[src/rtl/pit_pkg.sv]
package pit_pkg;

  typedef enum logic [2:0] {
    MD_TERMCNT = 3'd0,
    MD_RATE    = 3'd2,
    MD_SQUARE  = 3'd3
  } pit_mode_e;

  typedef struct packed {
    logic [1:0] sel;
    logic [1:0] acc;
    logic [2:0] mode;
    logic       bcd;
  } pit_cword_t;

  localparam logic [1:0] SEL_READBACK = 2'b11;
  localparam logic [1:0] ACC_SNAP     = 2'b00;
  localparam logic [1:0] ACC_LOHI     = 2'b11;

endpackage

[src/rtl/pit_ctrl_decode.sv]
module pit_ctrl_decode
  import pit_pkg::*;
#(
  parameter int unsigned CHAN_ID = 0
) (
  input  logic [7:0] cword,
  output logic       cfg_ok,
  output logic       snap_ok,
  output logic       reject,
  output pit_mode_e  cfg_mode
);
  localparam logic [1:0] MY_SEL = CHAN_ID[1:0];

  pit_cword_t cw;
  logic       hit;
  logic       mode_ok;

  always_comb begin
    cw       = pit_cword_t'(cword);
    hit      = (cw.sel == MY_SEL) && (cw.sel != SEL_READBACK);
    mode_ok  = (cw.mode == MD_TERMCNT) || (cw.mode == MD_RATE) ||
               (cw.mode == MD_SQUARE);
    snap_ok  = hit && (cw.acc == ACC_SNAP);
    cfg_ok   = hit && (cw.acc == ACC_LOHI) && !cw.bcd && mode_ok;
    reject   = (cw.sel == SEL_READBACK) || (hit && !snap_ok && !cfg_ok);
    cfg_mode = pit_mode_e'(cw.mode);
  end

endmodule

[src/rtl/pit_count_core.sv]
module pit_count_core
  import pit_pkg::*;
#(
  parameter int unsigned BYTE_W = 8
) (
  input  logic                clk,
  input  logic                rst,
  input  logic                tick,
  input  logic                cfg_we,
  input  pit_mode_e           cfg_mode,
  input  logic                data_we,
  input  logic [BYTE_W-1:0]   data_byte,
  output logic [2*BYTE_W-1:0] live_cnt,
  output logic                wr_hi,
  output logic                out_q
);
  localparam int unsigned CW = 2 * BYTE_W;

  logic [CW-1:0] cnt_q, period_q, new_val;
  logic          run_q;
  pit_mode_e     mode_q;

  function automatic logic [CW-1:0] half_of(input logic [CW-1:0] v);
    logic [CW-1:0] h;
    h = v >> 1;
    return (h == '0) ? CW'(1) : h;
  endfunction

  assign new_val  = {data_byte, cnt_q[BYTE_W-1:0]};
  assign live_cnt = cnt_q;

  always_ff @(posedge clk) begin
    if (rst) begin
      cnt_q    <= '0;
      period_q <= '0;
      run_q    <= 1'b0;
      out_q    <= 1'b0;
      wr_hi    <= 1'b0;
      mode_q   <= MD_TERMCNT;
    end else if (cfg_we) begin
      mode_q <= cfg_mode;
      run_q  <= 1'b0;
      wr_hi  <= 1'b0;
      out_q  <= (cfg_mode != MD_TERMCNT);
    end else if (data_we) begin
      if (!wr_hi) begin
        cnt_q[BYTE_W-1:0] <= data_byte;
        run_q <= 1'b0;
        out_q <= 1'b0;
        wr_hi <= 1'b1;
      end else begin
        cnt_q    <= (mode_q == MD_SQUARE) ? half_of(new_val) : new_val;
        period_q <= new_val;
        run_q    <= (new_val != '0);
        out_q    <= (mode_q != MD_TERMCNT);
        wr_hi    <= 1'b0;
      end
    end else if (tick && run_q) begin
      unique case (mode_q)
        MD_RATE: begin
          if (cnt_q == CW'(1)) begin
            cnt_q <= period_q;
            out_q <= 1'b0;
          end else begin
            cnt_q <= cnt_q - CW'(1);
            out_q <= 1'b1;
          end
        end
        MD_SQUARE: begin
          if (cnt_q == CW'(1)) begin
            cnt_q <= half_of(period_q);
            out_q <= ~out_q;
          end else begin
            cnt_q <= cnt_q - CW'(1);
          end
        end
        default: begin
          cnt_q <= cnt_q - CW'(1);
          if (cnt_q == CW'(1)) begin
            out_q <= 1'b1;
            run_q <= 1'b0;
          end
        end
      endcase
    end
  end

endmodule

[src/rtl/pit_read_path.sv]
module pit_read_path #(
  parameter int unsigned BYTE_W = 8
) (
  input  logic                clk,
  input  logic                rst,
  input  logic                snap_req,
  input  logic                rd_data_req,
  input  logic                rd_ctrl_req,
  input  logic [2*BYTE_W-1:0] live_cnt,
  output logic [BYTE_W-1:0]   rd_byte
);
  logic [2*BYTE_W-1:0] snap_q, src;
  logic                held_q;
  logic                rd_hi_q;

  assign src = held_q ? snap_q : live_cnt;

  always_ff @(posedge clk) begin
    if (rst) begin
      snap_q  <= '0;
      held_q  <= 1'b0;
      rd_hi_q <= 1'b0;
      rd_byte <= '0;
    end else if (snap_req) begin
      if (!held_q) begin
        held_q  <= 1'b1;
        snap_q  <= live_cnt;
        rd_hi_q <= 1'b0;
      end
    end else if (rd_data_req) begin
      rd_byte <= rd_hi_q ? src[2*BYTE_W-1:BYTE_W] : src[BYTE_W-1:0];
      rd_hi_q <= ~rd_hi_q;
      if (rd_hi_q) held_q <= 1'b0;
    end else if (rd_ctrl_req) begin
      rd_byte <= '0;
    end
  end

endmodule

[src/rtl/pit_channel.sv]
module pit_channel
  import pit_pkg::*;
#(
  parameter int unsigned BYTE_W  = 8,
  parameter int unsigned CHAN_ID = 0
) (
  input  logic              clk,
  input  logic              rst,
  input  logic              tick_en,
  input  logic              wr_en,
  input  logic              rd_en,
  input  logic              port_sel,
  input  logic [BYTE_W-1:0] wr_data,
  output logic [BYTE_W-1:0] rd_data,
  output logic              timer_out,
  output logic              cfg_err
);
  localparam int unsigned CW = 2 * BYTE_W;

  logic          ctl_wr, dat_wr;
  logic          cfg_ok, snap_ok, reject;
  pit_mode_e     cfg_mode;
  logic [CW-1:0] live_cnt;
  logic          wr_hi_ptr;

  assign ctl_wr = wr_en && port_sel;
  assign dat_wr = wr_en && !port_sel;

  pit_ctrl_decode #(.CHAN_ID(CHAN_ID)) u_dec (
    .cword   (wr_data[7:0]),
    .cfg_ok  (cfg_ok),
    .snap_ok (snap_ok),
    .reject  (reject),
    .cfg_mode(cfg_mode)
  );

  pit_count_core #(.BYTE_W(BYTE_W)) u_core (
    .clk      (clk),
    .rst      (rst),
    .tick     (tick_en),
    .cfg_we   (ctl_wr && cfg_ok),
    .cfg_mode (cfg_mode),
    .data_we  (dat_wr),
    .data_byte(wr_data),
    .live_cnt (live_cnt),
    .wr_hi    (wr_hi_ptr),
    .out_q    (timer_out)
  );

  pit_read_path #(.BYTE_W(BYTE_W)) u_rd (
    .clk        (clk),
    .rst        (rst),
    .snap_req   (ctl_wr && snap_ok),
    .rd_data_req(rd_en && !port_sel),
    .rd_ctrl_req(rd_en && port_sel),
    .live_cnt   (live_cnt),
    .rd_byte    (rd_data)
  );

  always_ff @(posedge clk) begin
    if (rst) cfg_err <= 1'b0;
    else     cfg_err <= ctl_wr && reject;
  end

endmodule

[config.mk]
export PLATFORM = sky130hd
export DESIGN_NAME = pit_channel
export DESIGN_NICKNAME = d
export VERILOG_FILES = /design/src/rtl/pit_pkg.sv /design/src/rtl/pit_ctrl_decode.sv /design/src/rtl/pit_count_core.sv /design/src/rtl/pit_read_path.sv /design/src/rtl/pit_channel.sv
export SDC_FILE = /design/constraint.sdc
export NUM_CORES = 1
export LEC_CHECK = 0
export BUFFER_PORTS_ARGS = -buffer_cell sky130_fd_sc_hd__buf_2
export CAP_MARGIN = 10
export CELL_PAD_IN_SITES_DETAIL_PLACEMENT = 1
export CELL_PAD_IN_SITES_GLOBAL_PLACEMENT = 1
export CORE_MARGIN = 3
export CORE_UTILIZATION = 46
export CTS_CLUSTER_DIAMETER = 80
export DETAILED_ROUTE_END_ITERATION = 6
export PLACE_DENSITY_LB_ADDON = 0.3
export RECOVER_POWER = 25
export SYNTH_ARGS = -nofsm -noshare
export SYNTH_HDL_FRONTEND = slang
export SYNTH_SLANG_ARGS = --single-unit
[constraint.sdc]
create_clock -name clk -period 2.59 [get_ports clk]
set_clock_uncertainty 0.05 [all_clocks]
set_input_delay 0 -clock clk [delete_from_list [all_inputs] [get_ports clk]]
set_output_delay 0 -clock clk [all_outputs]
set_load 0.005 [all_outputs]
==> results.tsv <==
stage	metric	value	unit
outcome	status	completed	
global_routing	first-pass GRT wire length	21840	um
cts	CTS root buffer	clkbuf_8	
detailed_routing	vias per cell	6.686	
placed_design	HPWL Detailed	9645	um
timing	RSZ-0062 raised after global routing	no	
min_path	worst min path class	in2reg	
detailed_routing	routed len/inst	23.61	um
setup_path	crit end category	flop	
run	max-cap viol count	0	
setup_path	critical path startpoint category	flop	
synth	Distinct cells, synth	67	
timing	worst slew pin tran	0.9037	ns
setup_path	Setup CP Type	reg2reg	
pwr	P_leak	1.504	nW
cts	Clock Path Buffers	2	
cells_and_area	share of layout cells above drive strength 1	15.42	%
global_routing	initial antenna violation count	0	
cts	Worst-Skew Late Latency	0.36	ns
floorplan	die height	96.47	um
synth	Cells after Synth	458	
synth	Synth async-reset ratio	0	%
cts	CTS Sinks	65	
global_routing	gr ovfl total	0	
placed_design	Port Buf Inserts	23	
timing	max_slew headroom	39.76	%
cts	Reg clk slew, reported paths	0.07	ns
timing	Fin Hold WS	0.01909	ns
cells_and_area	fin nets	505	
timing	final hold vios	0	
floorplan	I/O pins	24	
cells_and_area	synthesis-to-finish area growth	16.32	%
floorplan	Die Width	96.47	um
floorplan	die area	9306	um2
detailed_routing	Vias	3978	
timing	endpoints failing setup	0	
timing	minimum clock period	2.445	ns
global_routing	GRT Util Overall	31.99	%
floorplan	core area	7848	um2
synth	Post-Syn Nets	475	
global_routing	vias in the first global route	4047	
pwr	Power Dens Cells	614.6	nW/um2
synth	Post-Syn Area	3765	um2
detailed_routing	Iter 0 DRT Violations	346	
setup_path	CP Cell Sequence	or4_1 > nor4_2 > nor3_2 > a221oi_1 > a221oi_2	
timing	Slew Viols, Final	0	
setup_path	Worst Path Required	2.77	ns
detailed_routing	routed wire length	14050	um
placed_design	global placer's final weighted congestion	0.9214	
setup_path	slowest CP cell	or4_1	
cells_and_area	Ant. Diodes	0	
setup_path	CP Max Fanout	10	
cts	postcts setup bufs	0	
detailed_routing	DRT Pass-1 Iters	5	
global_routing	largest net degree at the start of global routing	30	
timing	Max Freq	409.0	MHz
cts	H-tree depth	3	
setup_path	CP arrival	2.62	ns
synth	Main synth FF type	dfxtp_1	
floorplan	Initial Util	47.98	%
pwr	VDD IR max	0.0002665	V
synth	synthesized area per cell	8.220	um2
synth	sequential share of the synthesized area	34.56	%
timing	final worst path period share	94.40	%
synth	post-synthesis register bit count	65	
synth	Post-synth EDFFs	0	
timing	Setup TNS	0	ns
cts	TritonCTS Buffers	9	
synth	Syn. warnings	0	
cts	TritonCTS clock tree	built	
floorplan	Core Rows	32	
detailed_routing	Remaining DRCs	0	
setup_path	slowest cell delay on critical path	0.75	ns
detailed_routing	Routed Antenna Nets	0	
==> registers in the layout, summed over array words and instances (netlist names), 3 cells and up <==
register	cells
u_core.live_cnt	16
u_core.period_q	16
u_rd.snap_q	16
u_rd.rd_byte	8
u_core.mode_q	3
==> cells by family (layout without fill, tap and decap cells) <==
| logic type | count (synthesis) | in the layout | synth area share, % |
|---|---|---|---|
| flip-flops | 65 | 65 | 34.56 |
| adder cells (fa/ha/maj) | 3 | 3 | 0.9971 |
| AND/OR/NAND/NOR | 190 | 190 | 25.72 |
| multiplexers | 32 | 32 | 11.23 |
| XOR/XNOR | 10 | 10 | 2.327 |
| AO/OA/AOI/OAI | 110 | 110 | 20.01 |
| buffers and inverters | 48 | 83 | 5.151 |
==> worst max-delay path, delay by kind of cell (launching register included) <==
kind             cells  cell delay, ns
AND/OR/NAND/NOR      3            1.30
AO/OA/AOI/OAI        2            0.50
flip-flops           1            0.45
==> power breakdown <==
group | leakage [nW] | internal [W] | switching, W | total, W
Sequential | 0.527 | 0.00103 | 0.0000505 | 0.00108
Combinational | 0.859 | 0.000204 | 0.000302 | 0.000506
Clock | 0.119 | 0.000669 | 0.000439 | 0.00111
==> cell usage after synthesis (all sizes together), types with 8 or more instances <==
library cell | instances | area [um2]
nand2 | 63 | 236.5
mux4 | 8 | 180.2
inv | 8 | 30.03
a21oi | 32 | 160.2
o211ai | 8 | 60.06
o21ai | 14 | 70.06
a22oi | 9 | 67.56
clkbuf | 35 | 131.4
mux2i | 22 | 220.2
dfxtp | 65 | 1301
nor4 | 11 | 102.6
nand3 | 12 | 60.06
a221oi | 10 | 93.84
nand4 | 8 | 50.05
nor3 | 17 | 90.09
nor2 | 42 | 160.2
==> repair_timing <==
item                                   CTS  global route
resized for setup                        0             1
hold buffers                            10             0
setup endpoints to repair                0             2
endpoints found under the hold margin   12             0
==> final cells by class <==
| cell class | instances | area, um2 |
|---|---|---|
| Fill cell | 981 | 3468 |
| Multi-Input combinational cell | 345 | 2276 |
| Sequential cell | 65 | 1301 |
| Timing Repair Buffer | 59 | 392.9 |
| Clock buffer | 10 | 137.6 |
| Tap cell | 102 | 127.6 |
| Clock inverter | 6 | 113.9 |
| Inverter | 8 | 30.03 |
==> cell usage in the layout, fill, tap and decap left out, types with 5 or more instances in the layout <==
cell type      netlist  layout
a21oi_1             32      32
a221oi_1             9       9
a22oi_1              9       9
a31oi_1              6       6
buf_2                2      12
buf_4                1      25
clkbuf_1            35      12
clkbuf_8             0      10
dfxtp_1             65      65
dlygate4sd3_1        0      10
inv_1                8       8
mux2i_1             22      22
mux4_2               8       8
nand2_1             63      63
nand3_1             12      12
nand4_1              8       8
nor2_1              41      41
nor2b_1              7       7
nor3_1              16      16
nor4_1               7       7
o211ai_1             8       8
o21ai_0             13      13
or4_1                5       5
xnor2_1              7       7
==> per-layer routing <==
| metal | vias up | part of all wire [%] | track usage (%) |
|---|---|---|---|
| met5 | - | 0 | 0 |
| met4 | 0 | 4.1 | 15.19 |
| met3 | 58 | 8.0 | 8.675 |
| met2 | 191 | 47 | 51.15 |
| met1 | 1978 | 41 | 39.86 |
| li1 | 1751 | - | - |
==> stage by stage <==
| stage | worst slack (ns) | util, % | total power, W | cells | area (um2) |
|---|---|---|---|---|---|
| 2_1_floorplan | 0.2546 | - | 0.001397 | 458 | 3765 |
| 3_3_place_gp | 0.3421 | 51.47 | 0.001556 | 569 | 4039 |
| 3_5_place_dp | 0.2818 | 51.47 | 0.001569 | 569 | 4039 |
| 4_1_cts | 0.1376 | 55.95 | 0.002685 | 595 | 4390 |
| 5_1_grt | 0.03154 | 55.80 | 0.002798 | 595 | 4379 |
| 6_report | 0.1450 | 55.80 | 0.002691 | 595 | 4379 |
==> path summary, 6_finish.rpt <==
path / start / end / slack (ns) / depth (start not counted)
hold / removal: tick_en / u_core.run_q / 0.02 / 4
setup / recovery: u_core.live_cnt[3] / u_core.live_cnt[1] / 0.15 / 5
hold reg to reg: u_core.period_q[0] / u_core.period_q[0] / 0.44 / 2
setup reg to reg: u_core.live_cnt[3] / u_core.live_cnt[1] / 0.15 / 5
No activity file was read; power rests on OpenSTA's default activity.
